==> src/rtl/i2c_xfer_cnt_pkg.sv <==
package i2c_xfer_cnt_pkg;

  typedef enum logic [1:0] {
    END_SOFT   = 2'd0,
    END_AUTO   = 2'd1,
    END_RELOAD = 2'd2
  } end_mode_e;

  // reload dominates automatic end
  function automatic end_mode_e pick_end(input logic reload, input logic autoend);
    if (reload)       return END_RELOAD;
    else if (autoend) return END_AUTO;
    else              return END_SOFT;
  endfunction

  localparam int unsigned NUM_IRQ = 2;
  localparam int unsigned IRQ_RELOAD = 0;
  localparam int unsigned IRQ_DONE   = 1;

endpackage

==> src/rtl/xfer_cnt_reg.sv <==
module xfer_cnt_reg #(
  parameter int unsigned CNT_W = 8
) (
  input  logic             clk,
  input  logic             rst,
  input  logic             wr,
  input  logic [CNT_W-1:0] wdata,
  input  logic             byte_ack,
  output logic [CNT_W-1:0] count,
  output logic             hit,
  output logic             wr_nonzero
);
  localparam logic [CNT_W-1:0] ONE  = CNT_W'(1);
  localparam logic [CNT_W-1:0] ZERO = '0;

  logic take_byte;

  assign take_byte  = byte_ack && !wr && (count != ZERO);
  assign hit        = take_byte && (count == ONE);
  assign wr_nonzero = wr && (wdata != ZERO);

  always_ff @(posedge clk) begin
    if (rst)            count <= ZERO;
    else if (wr)        count <= wdata;
    else if (take_byte) count <= count - ONE;
  end

  p_load_r2: assert property (@(posedge clk) disable iff (rst)
    wr |=> count == $past(wdata));

  p_dec_r3: assert property (@(posedge clk) disable iff (rst)
    (byte_ack && !wr && count != ZERO) |=> count == $past(count) - ONE);

  p_floor_r3: assert property (@(posedge clk) disable iff (rst)
    (byte_ack && !wr && count == ZERO) |=> count == ZERO);

endmodule

==> src/rtl/xfer_end_ctrl.sv <==
module xfer_end_ctrl
  import i2c_xfer_cnt_pkg::*;
(
  input  logic clk,
  input  logic rst,
  input  logic hit,
  input  logic wr_nonzero,
  input  logic reload_en,
  input  logic autoend_en,
  input  logic stop_set,
  output logic reload_flag,
  output logic done_flag,
  output logic stop_req
);
  end_mode_e mode;
  logic      hit_reload, hit_auto, hit_soft, sw_stop;

  assign mode       = pick_end(reload_en, autoend_en);
  assign hit_reload = hit && (mode == END_RELOAD);
  assign hit_auto   = hit && (mode == END_AUTO);
  assign hit_soft   = hit && (mode == END_SOFT);
  assign sw_stop    = stop_set && done_flag;

  always_ff @(posedge clk) begin
    if (rst)             reload_flag <= 1'b0;
    else if (hit_reload) reload_flag <= 1'b1;
    else if (wr_nonzero) reload_flag <= 1'b0;
  end

  always_ff @(posedge clk) begin
    if (rst)           done_flag <= 1'b0;
    else if (hit_soft) done_flag <= 1'b1;
    else if (sw_stop)  done_flag <= 1'b0;
  end

  always_ff @(posedge clk) begin
    if (rst) stop_req <= 1'b0;
    else     stop_req <= hit_auto || sw_stop;
  end

  p_reload_set_r4: assert property (@(posedge clk) disable iff (rst)
    (hit && reload_en) |=> reload_flag);

  p_zero_write_keeps_r6: assert property (@(posedge clk) disable iff (rst)
    (reload_flag && !wr_nonzero) |=> reload_flag);

  p_stop_pulse_r7: assert property (@(posedge clk) disable iff (rst)
    stop_req |=> !stop_req);

  p_reload_wins_r8: assert property (@(posedge clk) disable iff (rst)
    (hit && reload_en && autoend_en && !(stop_set && done_flag)) |=> !stop_req);

  p_sw_stop_r10: assert property (@(posedge clk) disable iff (rst)
    (stop_set && done_flag) |=> stop_req);

  p_no_stray_stop_r10: assert property (@(posedge clk) disable iff (rst)
    (!hit && !(stop_set && done_flag)) |=> !stop_req);

endmodule

==> src/rtl/xfer_irq_gen.sv <==
module xfer_irq_gen #(
  parameter int unsigned NSRC = 2
) (
  input  logic [NSRC-1:0] flags,
  input  logic [NSRC-1:0] enables,
  output logic [NSRC-1:0] irq,
  output logic            hold
);
  for (genvar g = 0; g < NSRC; g++) begin : g_src
    assign irq[g] = flags[g] & enables[g];
  end
  assign hold = |flags;
endmodule

==> src/rtl/i2c_xfer_cnt.sv <==
module i2c_xfer_cnt
  import i2c_xfer_cnt_pkg::*;
#(
  parameter int unsigned CNT_W = 8
) (
  input  logic             clk,
  input  logic             rst,
  input  logic             cnt_wr,
  input  logic [CNT_W-1:0] cnt_wdata,
  input  logic             byte_ack,
  input  logic             reload_en,
  input  logic             autoend_en,
  input  logic             stop_set,
  input  logic             reload_ie,
  input  logic             done_ie,
  output logic [CNT_W-1:0] count,
  output logic             reload_flag,
  output logic             done_flag,
  output logic             stop_req,
  output logic             scl_hold,
  output logic             irq_reload,
  output logic             irq_done
);
  logic                    hit, wr_nonzero;
  logic [NUM_IRQ-1:0]      flag_vec, ie_vec, irq_vec;

  xfer_cnt_reg #(.CNT_W(CNT_W)) u_cnt (
    .clk(clk), .rst(rst), .wr(cnt_wr), .wdata(cnt_wdata), .byte_ack(byte_ack),
    .count(count), .hit(hit), .wr_nonzero(wr_nonzero)
  );

  xfer_end_ctrl u_end (
    .clk(clk), .rst(rst), .hit(hit), .wr_nonzero(wr_nonzero),
    .reload_en(reload_en), .autoend_en(autoend_en), .stop_set(stop_set),
    .reload_flag(reload_flag), .done_flag(done_flag), .stop_req(stop_req)
  );

  assign flag_vec[IRQ_RELOAD] = reload_flag;
  assign flag_vec[IRQ_DONE]   = done_flag;
  assign ie_vec[IRQ_RELOAD]   = reload_ie;
  assign ie_vec[IRQ_DONE]     = done_ie;

  xfer_irq_gen #(.NSRC(NUM_IRQ)) u_irq (
    .flags(flag_vec), .enables(ie_vec), .irq(irq_vec), .hold(scl_hold)
  );

  assign irq_reload = irq_vec[IRQ_RELOAD];
  assign irq_done   = irq_vec[IRQ_DONE];

  p_reset_r1: assert property (@(posedge clk)
    rst |=> (count == '0) && !reload_flag && !done_flag && !stop_req);

  p_hold_on_flag_r5: assert property (@(posedge clk) disable iff (rst)
    (reload_flag || done_flag) |-> scl_hold);

  p_irq_done_r9: assert property (@(posedge clk) disable iff (rst)
    irq_done |-> done_flag);

endmodule

==> config.mk <==
export PLATFORM = sky130hd
export DESIGN_NAME = i2c_xfer_cnt
export DESIGN_NICKNAME = d
export VERILOG_FILES = /design/src/rtl/i2c_xfer_cnt_pkg.sv /design/src/rtl/xfer_cnt_reg.sv /design/src/rtl/xfer_end_ctrl.sv /design/src/rtl/xfer_irq_gen.sv /design/src/rtl/i2c_xfer_cnt.sv
export SDC_FILE = /design/constraint.sdc
export NUM_CORES = 1
export LEC_CHECK = 0
export BUFFER_PORTS_ARGS = -buffer_cell sky130_fd_sc_hd__buf_2
export CAP_MARGIN = 20
export CORE_UTILIZATION = 48
export CTS_CLUSTER_DIAMETER = 30
export DETAILED_ROUTE_END_ITERATION = 10
export GPL_TIMING_DRIVEN = 0
export PLACE_DENSITY = 0.81
export SLEW_MARGIN = 0
export SYNTH_ARGS = -nofsm -noshare
export SYNTH_HDL_FRONTEND = slang
export SYNTH_SLANG_ARGS = --single-unit
==> constraint.sdc <==
create_clock -name clk -period 3.15 [get_ports clk]
set_clock_uncertainty 0.15 [all_clocks]
set_input_delay 0.1575 -clock clk [delete_from_list [all_inputs] [get_ports clk]]
set_output_delay 0.1575 -clock clk [all_outputs]
set_load 0.05 [all_outputs]
== Word level (Yosys, flattened, before mapping) ==
Index checks and enable logic that the tools add are counted.

* Bits in registers: 11
* Latch bits: 0
* Memory bits (writable): 0
* Bits in read-only memories: 0
* Input port bits: 17
* Output and inout bits: 14
* Logic and storage cells: 35
* Memories kept: 0

* Add/sub/neg operators: 1
* Multipliers: 0
* Div/mod/pow operators: 0
* Order comparisons: 0
* Equality and inequality tests: 3
* Shifts and indexed selects: 0
* Multiplexer cells: 8
* Bitwise gates (word level): 2
* Reduce and logical (&&, ||, !) cells: 17

{| class="wikitable"
|+ Operators with widths
! operator !! count
|-
| $mux 8 || 2
|-
| $reduce_bool 8->1 || 2
|-
| $eq 8x1->1 const B || 1
|-
| $logic_and 1x1->1 || 8
|-
| $sub 8x1->8 const B || 1
|-
| $reduce_bool 2->1 || 3
|-
| $mux 1 || 5
|-
| $and 1x1->1 || 2
|-
| $eq 2x1->1 const B || 1
|-
| $eq 2x2->1 const B || 1
|-
| $logic_not 2->1 || 1
|-
| $mux 2 || 1
|-
| $reduce_or 2->1 || 1
|-
| $logic_not 1->1 || 1
|-
| $logic_or 1x1->1 || 1
|}

== Depth between registers and ports, before layout ==
Gate-level depths: netlist (run 1).

* Depth after elaboration: 6
* Gate-level depth with buffers: 6
* Gate-level depth less buffers: 6

== Cells and area by module ==
Synthesis (run 1) repeated with hierarchy kept, for this count alone.

* Cells, all modules: 88
* Area total of the unflattened synthesis: 729.4 sq um

{| class="wikitable"
|+ By module, submodules not included
! module !! times used !! cells an instance !! area each (sq um) !! sequential area each (sq um)
|-
| xfer_cnt_reg || 1 || 73 || 598.1 || 160.2
|-
| xfer_end_ctrl || 1 || 12 || 111.4 || 60.1
|-
| xfer_irq_gen || 1 || 3 || 20.0 || 0.0
|}

== Worst setup path before layout (run 1) ==
No wires, ideal clock.

* Path type: reg2reg
* From: register u_cnt.count[0]
* To: register u_cnt.count[2]
* Setup time: 0.095 ns
* Arrival time: 1.851 ns
* Required time: 2.905 ns
* Setup slack: 1.054 ns
* Stages on the path, launching flop included: 7
* Buffers on the path: 0
* Clock period less this slack: 2.096 ns
* Path through: dfxtp_1 inv_1 ha_1 or4b_4 nor2_1 or3_1 a221oi_1

* Longest elaborated chain between the ends: 3
* Elaborated cells between the ends (all ways): 6
* Those cells by class: add/sub (1); mux (2); reduce/logical (3)

{| class="wikitable"
|+ Ends and longest elaborated chain
! element !! line !! source
|-
| start, declared || xfer_cnt_reg.sv:9 || <nowiki>output logic [CNT_W-1:0] count,</nowiki>
|-
| start signal, assigned || xfer_cnt_reg.sv:24 || <nowiki>else if (wr) count <= wdata;</nowiki>
|-
| start signal, assigned || xfer_cnt_reg.sv:25 || <nowiki>else if (take_byte) count <= count - ONE;</nowiki>
|-
| $sub 8x1->8 or $reduce_bool 8->1 (tied branches) || xfer_cnt_reg.sv:25, xfer_cnt_reg.sv:18 ||
|-
| $mux 8 or $logic_and 1x1->1 (tied branches) || xfer_cnt_reg.sv:25, xfer_cnt_reg.sv:18 ||
|-
| $mux 8 or $reduce_bool 2->1 (tied branches) || - ||
|}

Parallel ways exist; a longest one is shown, timed or not. The select of a mux whose other input is x is not followed.
A chain may end at the register's enable or synchronous reset.

== Worst setup path after layout (run 1) ==
Ends and elaborated chain as after synthesis.

==> results of run 1 <==
-- area by class of cell --
class,count,area [µm²],area share
Multi-Input combinational cell,65,445.4,0.4779
Buffer,2,7.507,0.008054
Clock buffer,4,26.28,0.02819
Timing Repair Buffer,34,190.2,0.2040
Tap cell,15,18.77,0.02013
Sequential cell,11,220.2,0.2362
Inverter,6,23.77,0.02550
-- power breakdown --
group	internal, µW	total, µW	switching [µW]
clock network	49.1	98.2	49.2
registers	148	163	14.8
logic	51.4	135	84.0
total	248	396	148
-- what timing repair did --
item | in CTS | in global routing
hold buffers | 4 | 0
gates resized for setup | 0 | 0
endpoints found under the hold margin | 3 | 0
-- registers in the layout, indices dropped and copies added (netlist names) --
register           count
u_end.reload_flag      1
u_end.done_flag        1
u_cnt.count            8
u_end.stop_req         1
-- cells in the mapped netlist (all sizes together) --
cell     instances
nand3b           1
a221oi           1
a21boi           1
a22oi            1
ha               3
and2             2
o221ai           1
a32oi            3
or3              3
a211oi           2
a211o            1
o22ai            1
nor2             7
or4b             1
clkinv           1
clkbuf           2
nor4b            1
nor4             1
or2              1
nand2b           4
and4             1
a31oi            1
nand4bb          1
xnor2            3
nand4            1
nand2            5
or4              2
a21oi            9
nor3             3
dfxtp           11
o21ai            2
inv              5
o211ai           2
-- final timing paths --
kind                    from              end  slack [ps]  depth (start not counted)
max           u_cnt.count[0]   u_cnt.count[2]         610                          7
min             cnt_wdata[6]   u_cnt.count[6]           8                          3
max reg2reg   u_cnt.count[0]   u_cnt.count[2]         610                          7
min reg2reg  u_end.done_flag  u_end.done_flag         370                          2
-- per-layer routing --
| metal | up-vias | global-route usage |
|---|---|---|
| li1 | 393 | - |
| met1 | 354 | 0.3200 |
| met2 | 48 | 0.4234 |
| met3 | 8 | 0.07222 |
| met4 | 0 | 0.2155 |
| met5 | - | 0 |
-- metrics by stage --
| step | worst slack (ps) | total power (µW) | util | instance area (µm²) |
|---|---|---|---|---|
| detailed placement | 1302 | 292.8 | 0.6492 | 865.8 |
| global placement | 1346 | 290.3 | 0.6492 | 865.8 |
| CTS | 745.3 | 393.4 | 0.6989 | 932.1 |
| global route | 533.6 | 418.3 | 0.6989 | 932.1 |
| floorplan | 1054 | 256.7 | - | 696.9 |
| finish | 607.6 | 396.3 | 0.6989 | 932.1 |
-- cells by family (layout without fill, tap and decap cells) --
| kind of cell | Yosys count | count (layout) | share of synthesized area |
|---|---|---|---|
| buffers and inverters | 8 | 46 | 0.04488 |
| xor gates and xnor gates | 3 | 3 | 0.03771 |
| AOI/OAI and AO/OA | 25 | 25 | 0.2424 |
| adders and majority gates | 3 | 3 | 0.05387 |
| DFF | 11 | 11 | 0.3160 |
| and+or+nand+nor | 34 | 34 | 0.3052 |
-- worst max-delay path, stage by stage (launching register included) --
cell and delay, ps:
dfxtp_1 430, inv_1 100, ha_1 260, or4b_4 230, nor2_1 50, or3_1 370, a221oi_1 320, dlygate4sd3_1 590
==> flow_summary.json, run 1 <==
{
  "yosys_warnings": 0,
  "holdWs_ps": 7.977,
  "drc": 0,
  "grt_util_all_layers": 0.2753,
  "drt_first_pass_iters": 4,
  "finalCriticalPeriod_ps": 2542,
  "postRouteAntennaNets": 0,
  "drt_wl_total_mm": 1.956,
  "cp_data_arrival_time_ps": 2610,
  "via_per_inst": 5.861,
  "pin_count": 31,
  "portBuffers": 30,
  "met3_length_um": 169,
  "met2RoutedLength_um": 912,
  "cts_sinks": 11,
  "fp.dieH_um": 40.11,
  "max_slew.worst_pin.slew_ps": 625.7,
  "cts_buffer_depth": 2,
  "cts_tree": "built",
  "place_congestion": 0.8888,
  "htreeDepth": 1,
  "wl_per_cell_um": 14.28,
  "nFillCells": 115,
  "crit_required_ps": 3220,
  "outcome": "finished, final reports clean",
  "powerDensity_nw_per_um2": 425.2,
  "clockRootBuffer": "clkbuf_4",
  "syn-instance-count": 84,
  "setup_viol": 0,
  "setup_tns_ps": 0,
  "leakage_uw": 0.0004155,
  "min_period_over_period": 0.8071,
  "hpwl_mm": 1.373,
  "nets": 143,
  "layout_common_cells": "buf_2, dfxtp_1, a21oi_1",
  "synth_area_leader_cell": "dfxtp_1",
  "maxCapViolCount": 0,
  "antenna_found_initial": 0,
  "rsz0062_at_grt": "no",
  "final_common_cell": "buf_2",
  "end_kind": "flop",
  "cts_buffers": 3,
  "ys_ff_latch": 11,
  "grt_pass1_vias": 685,
  "synth_area_um2": 696.9,
  "postSynthAreaPerCell_um2": 8.297,
  "yosysSeqAreaShare": 0.3160,
  "rows": 13,
  "synth_area_leaders": "dfxtp_1, a21oi_1, ha_1",
  "n_antenna_cell": 0,
  "clock_latency_ps": 270,
  "drtIter0Drc": 28,
  "start_util": 0.5225,
  "maxSlewViolCount": 0,
  "synth.net_count": 104,
  "crit_path_start_kind": "flop",
  "coreArea_um2": 1334,
  "synthToLayoutAreaGrowth_pct": 33.75,
  "wl_met1_um": 818,
  "dp_cells": 129,
  "grt_max_degree": 11,
  "synth_top_area_frac": 0.3160,
  "worst_hold_path_type": "input port to flop",
  "fmax_mhz": 393.3,
  "synth.distinct_cells": 36,
  "critical_path_class": "flop to flop",
  "drive_above_1_share": 0.3279,
  "cts_setup_buffers": 0,
  "overflow": 0,
  "grt_pass1_wl_mm": 2.863,
  "fin_cells": 137,
  "dr_total_vias": 803,
  "worst_ir_drop_vdd_uv": 293.5,
  "clk_pin_slew_ps": 70,
  "crit_path_max_fanout": 6,
  "routed.top_layer": "met4",
  "max_slew_margin": 0.5790,
  "final_hold_viol_count": 0,
  "die_area_um2": 1608,
  "chipWidth_um": 40.11
}
No activity file was read; power rests on OpenSTA's default activity.
==> run 2, diff against run 1 <==
CORE_UTILIZATION = 41   (was 48)
PLACE_DENSITY = 0.74   (was 0.81)
clock period = 2.33 ns   (was 3.15 ns; I/O delays follow)
==> run 2 against run 1 <==
  * Register-to-register slack lost 290 ps
  * Via count increased by 0.75%
  * Sequential share of layout area shrank 1.5 points
  * Clock power up 35%
  * Maximum frequency up 26%
  * Non-clock buffer count up 6
  * Die area is 16% higher
  * Highest routed layer unchanged
==> flow_summary.json, run 2 (same netlist as run 1, synthesis figures left out) <==
{
  "outcome": "finished, final reports clean",
  "drt_first_pass_iters": 4,
  "cts_sinks": 11,
  "crit_required_ps": 2390,
  "synthToLayoutAreaGrowth_pct": 42.55,
  "postRouteAntennaNets": 0,
  "coreArea_um2": 1541,
  "fmax_mhz": 496.3,
  "min_period_over_period": 0.8647,
  "largest_register": "u_cnt.count",
  "drive_above_1_share": 0.3125,
  "antenna_found_initial": 0,
  "end_kind": "flop",
  "htreeDepth": 1,
  "grt_pass1_wl_mm": 3.139,
  "layout_common_cells": "buf_2, dfxtp_1, dlygate4sd3_1",
  "total_power_uw": 539.5,
  "start_util": 0.4521,
  "worst_hold_path_type": "input port to flop",
  "drt_wl_total_mm": 1.874,
  "cts_buffer_depth": 2,
  "fp.dieH_um": 43.23,
  "chipWidth_um": 43.23,
  "max_slew.worst_pin.slew_ps": 706.5,
  "setup_tns_ps": 0,
  "grt_max_degree": 11,
  "clk_pin_slew_ps": 70,
  "overflow": 0,
  "cp_data_arrival_time_ps": 2070,
  "utilization": 0.6445,
  "portBuffers": 30,
  "cts_buffers": 3,
  "dr_total_vias": 809,
  "drc": 0,
  "maxCapViolCount": 0,
  "nets": 149,
  "leakage_uw": 0.0004364,
  "worst_ir_drop_vdd_uv": 270.2,
  "final_common_cell": "buf_2",
  "wl_per_cell_um": 13.01,
  "rsz0062_at_grt": "no",
  "n_antenna_cell": 0,
  "cts_tree": "built",
  "clockRootBuffer": "clkbuf_4",
  "via_per_inst": 5.618,
  "rrSetupSlack_ps": 320,
  "cts.repair.resized": 0,
  "maxSlewViolCount": 0,
  "pin_count": 31,
  "max_slew_margin": 0.5246,
  "finalCriticalPeriod_ps": 2015,
  "final_hold_viol_count": 0,
  "largest_register_ffs": 8,
  "clock_latency_ps": 270,
  "crit_path_max_fanout": 6,
  "critical_path_class": "flop to flop",
  "hpwl_mm": 1.341,
  "setup_viol": 0,
  "powerDensity_nw_per_um2": 543.1,
  "grt_util_all_layers": 0.2240,
  "grt_pass1_vias": 754,
  "die_area_um2": 1869,
  "place_congestion": 0.8377,
  "nFillCells": 137,
  "rows": 14,
  "crit_path_start_kind": "flop",
  "drtIter0Drc": 30
}
run 2: changes by cell type in the layout (fill, tap and decap cells not counted):
| cell | delta |
|---|---|
| dlygate4sd3_1 | +6 |
run 2: final timing paths:
path	depth (start not counted)	to	from
worst max-delay path	6	u_end.stop_req	u_cnt.count[0]
worst min-delay path	3	u_cnt.count[5]	cnt_wdata[5]
worst max register to register	6	u_end.stop_req	u_cnt.count[0]
worst min register to register	2	u_end.done_flag	u_end.done_flag
run 2: per-stage QoR:
| step | cell area [µm²] | instances | hold WS, ps | worst slack, ps |
|---|---|---|---|---|
| floorplan | 696.9 | 84 | 45.20 | 234.1 |
| global placement | 867.1 | 130 | 163.1 | 508.0 |
| global route | 993.5 | 144 | 28.25 | 133.6 |
| detailed placement | 867.1 | 130 | 165.0 | 442.2 |
| finish | 993.5 | 144 | 8.876 | 315.3 |
| CTS | 993.5 | 144 | 4.110 | 311.3 |
run 2: layout make-up:
class / count / area, µm² / area share
clock buffer: 4 / 26.28 / 0.02645
multi-input combinational: 65 / 445.4 / 0.4484
timing repair buffer: 40 / 250.2 / 0.2519
sequential: 11 / 220.2 / 0.2217
inverter: 6 / 23.77 / 0.02393
buffer: 2 / 7.507 / 0.007557
tap: 16 / 20.02 / 0.02015
run 2: what timing repair did:
action,4_1_cts,5_1_grt
setup endpoints to repair,0,0
hold endpoints to repair,9,0
setup buffers,0,0
hold buffers,10,0
run 2: per-layer routing:
layer / part of all wire / GRT usage
met4: 0.014 / 0.1091
met5: 0 / 0
met2: 0.46 / 0.3612
met3: 0.067 / 0.03830
met1: 0.46 / 0.2842
run 2: power by group:
| part | switching [µW] | total (µW) | internal (µW) |
|---|---|---|---|
| Combinational | 113 | 187 | 74.7 |
| Sequential | 19.0 | 219 | 200 |
| Clock | 66.9 | 133 | 66.3 |
| Total | 199 | 540 | 341 |
run 2: critical path, stage by stage, from the launching register on:
cell and delay [ps]:
dfxtp_1 430, inv_1 90, ha_1 250, nor3_1 250, a32oi_1 130, dlygate4sd3_1 570
nor2_1 80
==> run 3, diff against run 2 <==
CORE_UTILIZATION = 48   (was 41)
PLACE_DENSITY = 0.81   (was 0.74)
REMOVE_ABC_BUFFERS = 1   (was not set)
clock period = 2.6 ns   (was 2.33 ns; I/O delays follow)
==> run 3 against run 2 <==
  * Critical endpoint unchanged
  * Sequential cell count did not move
  * Count of clock-buffer cells in the layout did not move
  * Register-to-register slack improved by 190 ps
  * Global-route usage rose by 8.3 points
  * Maximum frequency fell by 4.0%
==> flow_summary.json, run 3 (same netlist as run 1, synthesis figures left out) <==
{
  "crit_path_start_kind": "flop",
  "dr_total_vias": 830,
  "fin_cells": 140,
  "holdWs_ps": 8.901,
  "drc": 0,
  "synthToLayoutAreaGrowth_pct": 39.86,
  "drive_above_1_share": 0.3200,
  "portBuffers": 30,
  "chipWidth_um": 40.11,
  "largest_register": "u_cnt.count",
  "leakage_uw": 0.0004298,
  "hpwl_mm": 1.442,
  "antenna_found_initial": 0,
  "critical_path_class": "flop to flop",
  "min_from": "autoend_en",
  "regArea_um2": 220.2,
  "timing.final.ws_setup_ps": 502.1,
  "n_antenna_cell": 0,
  "cts_tree": "built",
  "drtIter0Drc": 23,
  "crit_required_ps": 2670,
  "min_period_over_period": 0.8069,
  "setup_tns_ps": 0,
  "worst_ir_drop_vdd_uv": 369.9,
  "cts_buffer_depth": 2,
  "multi_input_area_um2": 445.4,
  "max_slew.worst_pin.slew_ps": 677.5,
  "setup_viol": 0,
  "timing.rr.end": "u_end.stop_req",
  "end_kind": "flop",
  "finalCriticalPeriod_ps": 2098,
  "cts_sinks": 11,
  "maxCapViolCount": 0,
  "grt_max_degree": 13,
  "drt_wl_total_mm": 2.007,
  "fmax_mhz": 476.7,
  "cp_data_arrival_time_ps": 2170,
  "nFillCells": 108,
  "final_common_cell": "buf_2",
  "postRouteAntennaNets": 0,
  "outcome": "finished, final reports clean",
  "fp.dieH_um": 40.11,
  "hold-path-endpoint": "u_end.done_flag",
  "pin_count": 31,
  "clockRootBuffer": "clkbuf_4",
  "rows": 13,
  "via_per_inst": 5.929,
  "coreArea_um2": 1334,
  "cts_setup_buffers": 0,
  "die_area_um2": 1608,
  "nets": 146,
  "dp_cells": 127,
  "grt_pass1_vias": 796,
  "crit_path_max_fanout": 6,
  "grt_util_all_layers": 0.3067,
  "place_congestion": 0.8394,
  "clock_latency_ps": 280,
  "powerDensity_nw_per_um2": 497.5,
  "maxSlewViolCount": 0,
  "overflow": 0,
  "grt_pass1_wl_mm": 3.229,
  "reg2reg_depth": 6,
  "start_util": 0.5225,
  "dp_worst_setup_slack_ps": 692.6,
  "max_slew_margin": 0.5442,
  "final_hold_viol_count": 0,
  "drt_first_pass_iters": 4,
  "clk_pin_slew_ps": 70,
  "htreeDepth": 1,
  "largest_register_ffs": 8,
  "rsz0062_at_grt": "no",
  "regToRegStartpoint": "u_cnt.count[0]",
  "wl_per_cell_um": 14.34,
  "min_delay_path_depth": 3,
  "worst_hold_path_type": "input port to flop",
  "layout_common_cells": "buf_2, dfxtp_1, a21oi_1, dlygate4sd3_1, nor2_1",
  "rrSetupSlack_ps": 500,
  "cts_buffers": 3
}
run 3: cell type report:
| type | instances | share of cell area |
|---|---|---|
| clock buffers | 4 | 0.02696 |
| well taps | 15 | 0.01926 |
| multi-input cells | 65 | 0.4570 |
| inverters | 6 | 0.02439 |
| repair buffers | 39 | 0.2465 |
| flip-flops and latches | 11 | 0.2259 |
run 3: what timing repair did:
action | in CTS | in global routing
resized for setup | 0 | 0
endpoints found under the hold margin | 9 | 0
hold buffers | 9 | 0
endpoints found under the setup margin | 0 | 0
run 3: where the power goes:
group          switching, µW  internal [µW]  leakage (µW)
Sequential              16.5            179     0.0000905
Clock                   60.7           59.7     0.0000150
Combinational            104           65.2      0.000324
run 3: worst max-delay path by stage:
stage	from	cells past startpoint	endpoint
final	u_cnt.count[0]	6	u_end.stop_req
after global routing	u_cnt.count[0]	6	u_end.stop_req
after CTS	u_cnt.count[0]	6	u_end.stop_req
after detailed placement	u_cnt.count[0]	6	u_cnt.count[2]
after global placement	u_cnt.count[0]	6	u_cnt.count[2]
after floorplan	u_cnt.count[0]	6	u_cnt.count[2]
run 3: per-stage QoR:
| step | instance area (µm²) | total power (µW) | utilization |
|---|---|---|---|
| finish | 974.7 | 484.9 | 0.7308 |
| global route | 974.7 | 511.0 | 0.7308 |
| CTS | 974.7 | 483.8 | 0.7308 |
| detailed placement | 858.3 | 355.2 | 0.6435 |
| global placement | 858.3 | 350.7 | 0.6435 |
| floorplan | 689.4 | 307.5 | - |
run 3: per-layer routing:
| metal | GRT usage | routed length, µm | vias up |
|---|---|---|---|
| met3 | 0.1111 | 157 | 8 |
| li1 | - | - | 397 |
| met1 | 0.3209 | 795 | 380 |
| met2 | 0.5363 | 996 | 45 |
| met5 | 0 | 0 | - |
| met4 | 0.1466 | 58 | 0 |
run 3: critical path, stage by stage (launching register included):
cell and delay [ps]:
dfxtp_1 440, inv_1 100, ha_1 260, nor3_1 280, a32oi_1 150, dlygate4sd3_1 580, nor2_1 90
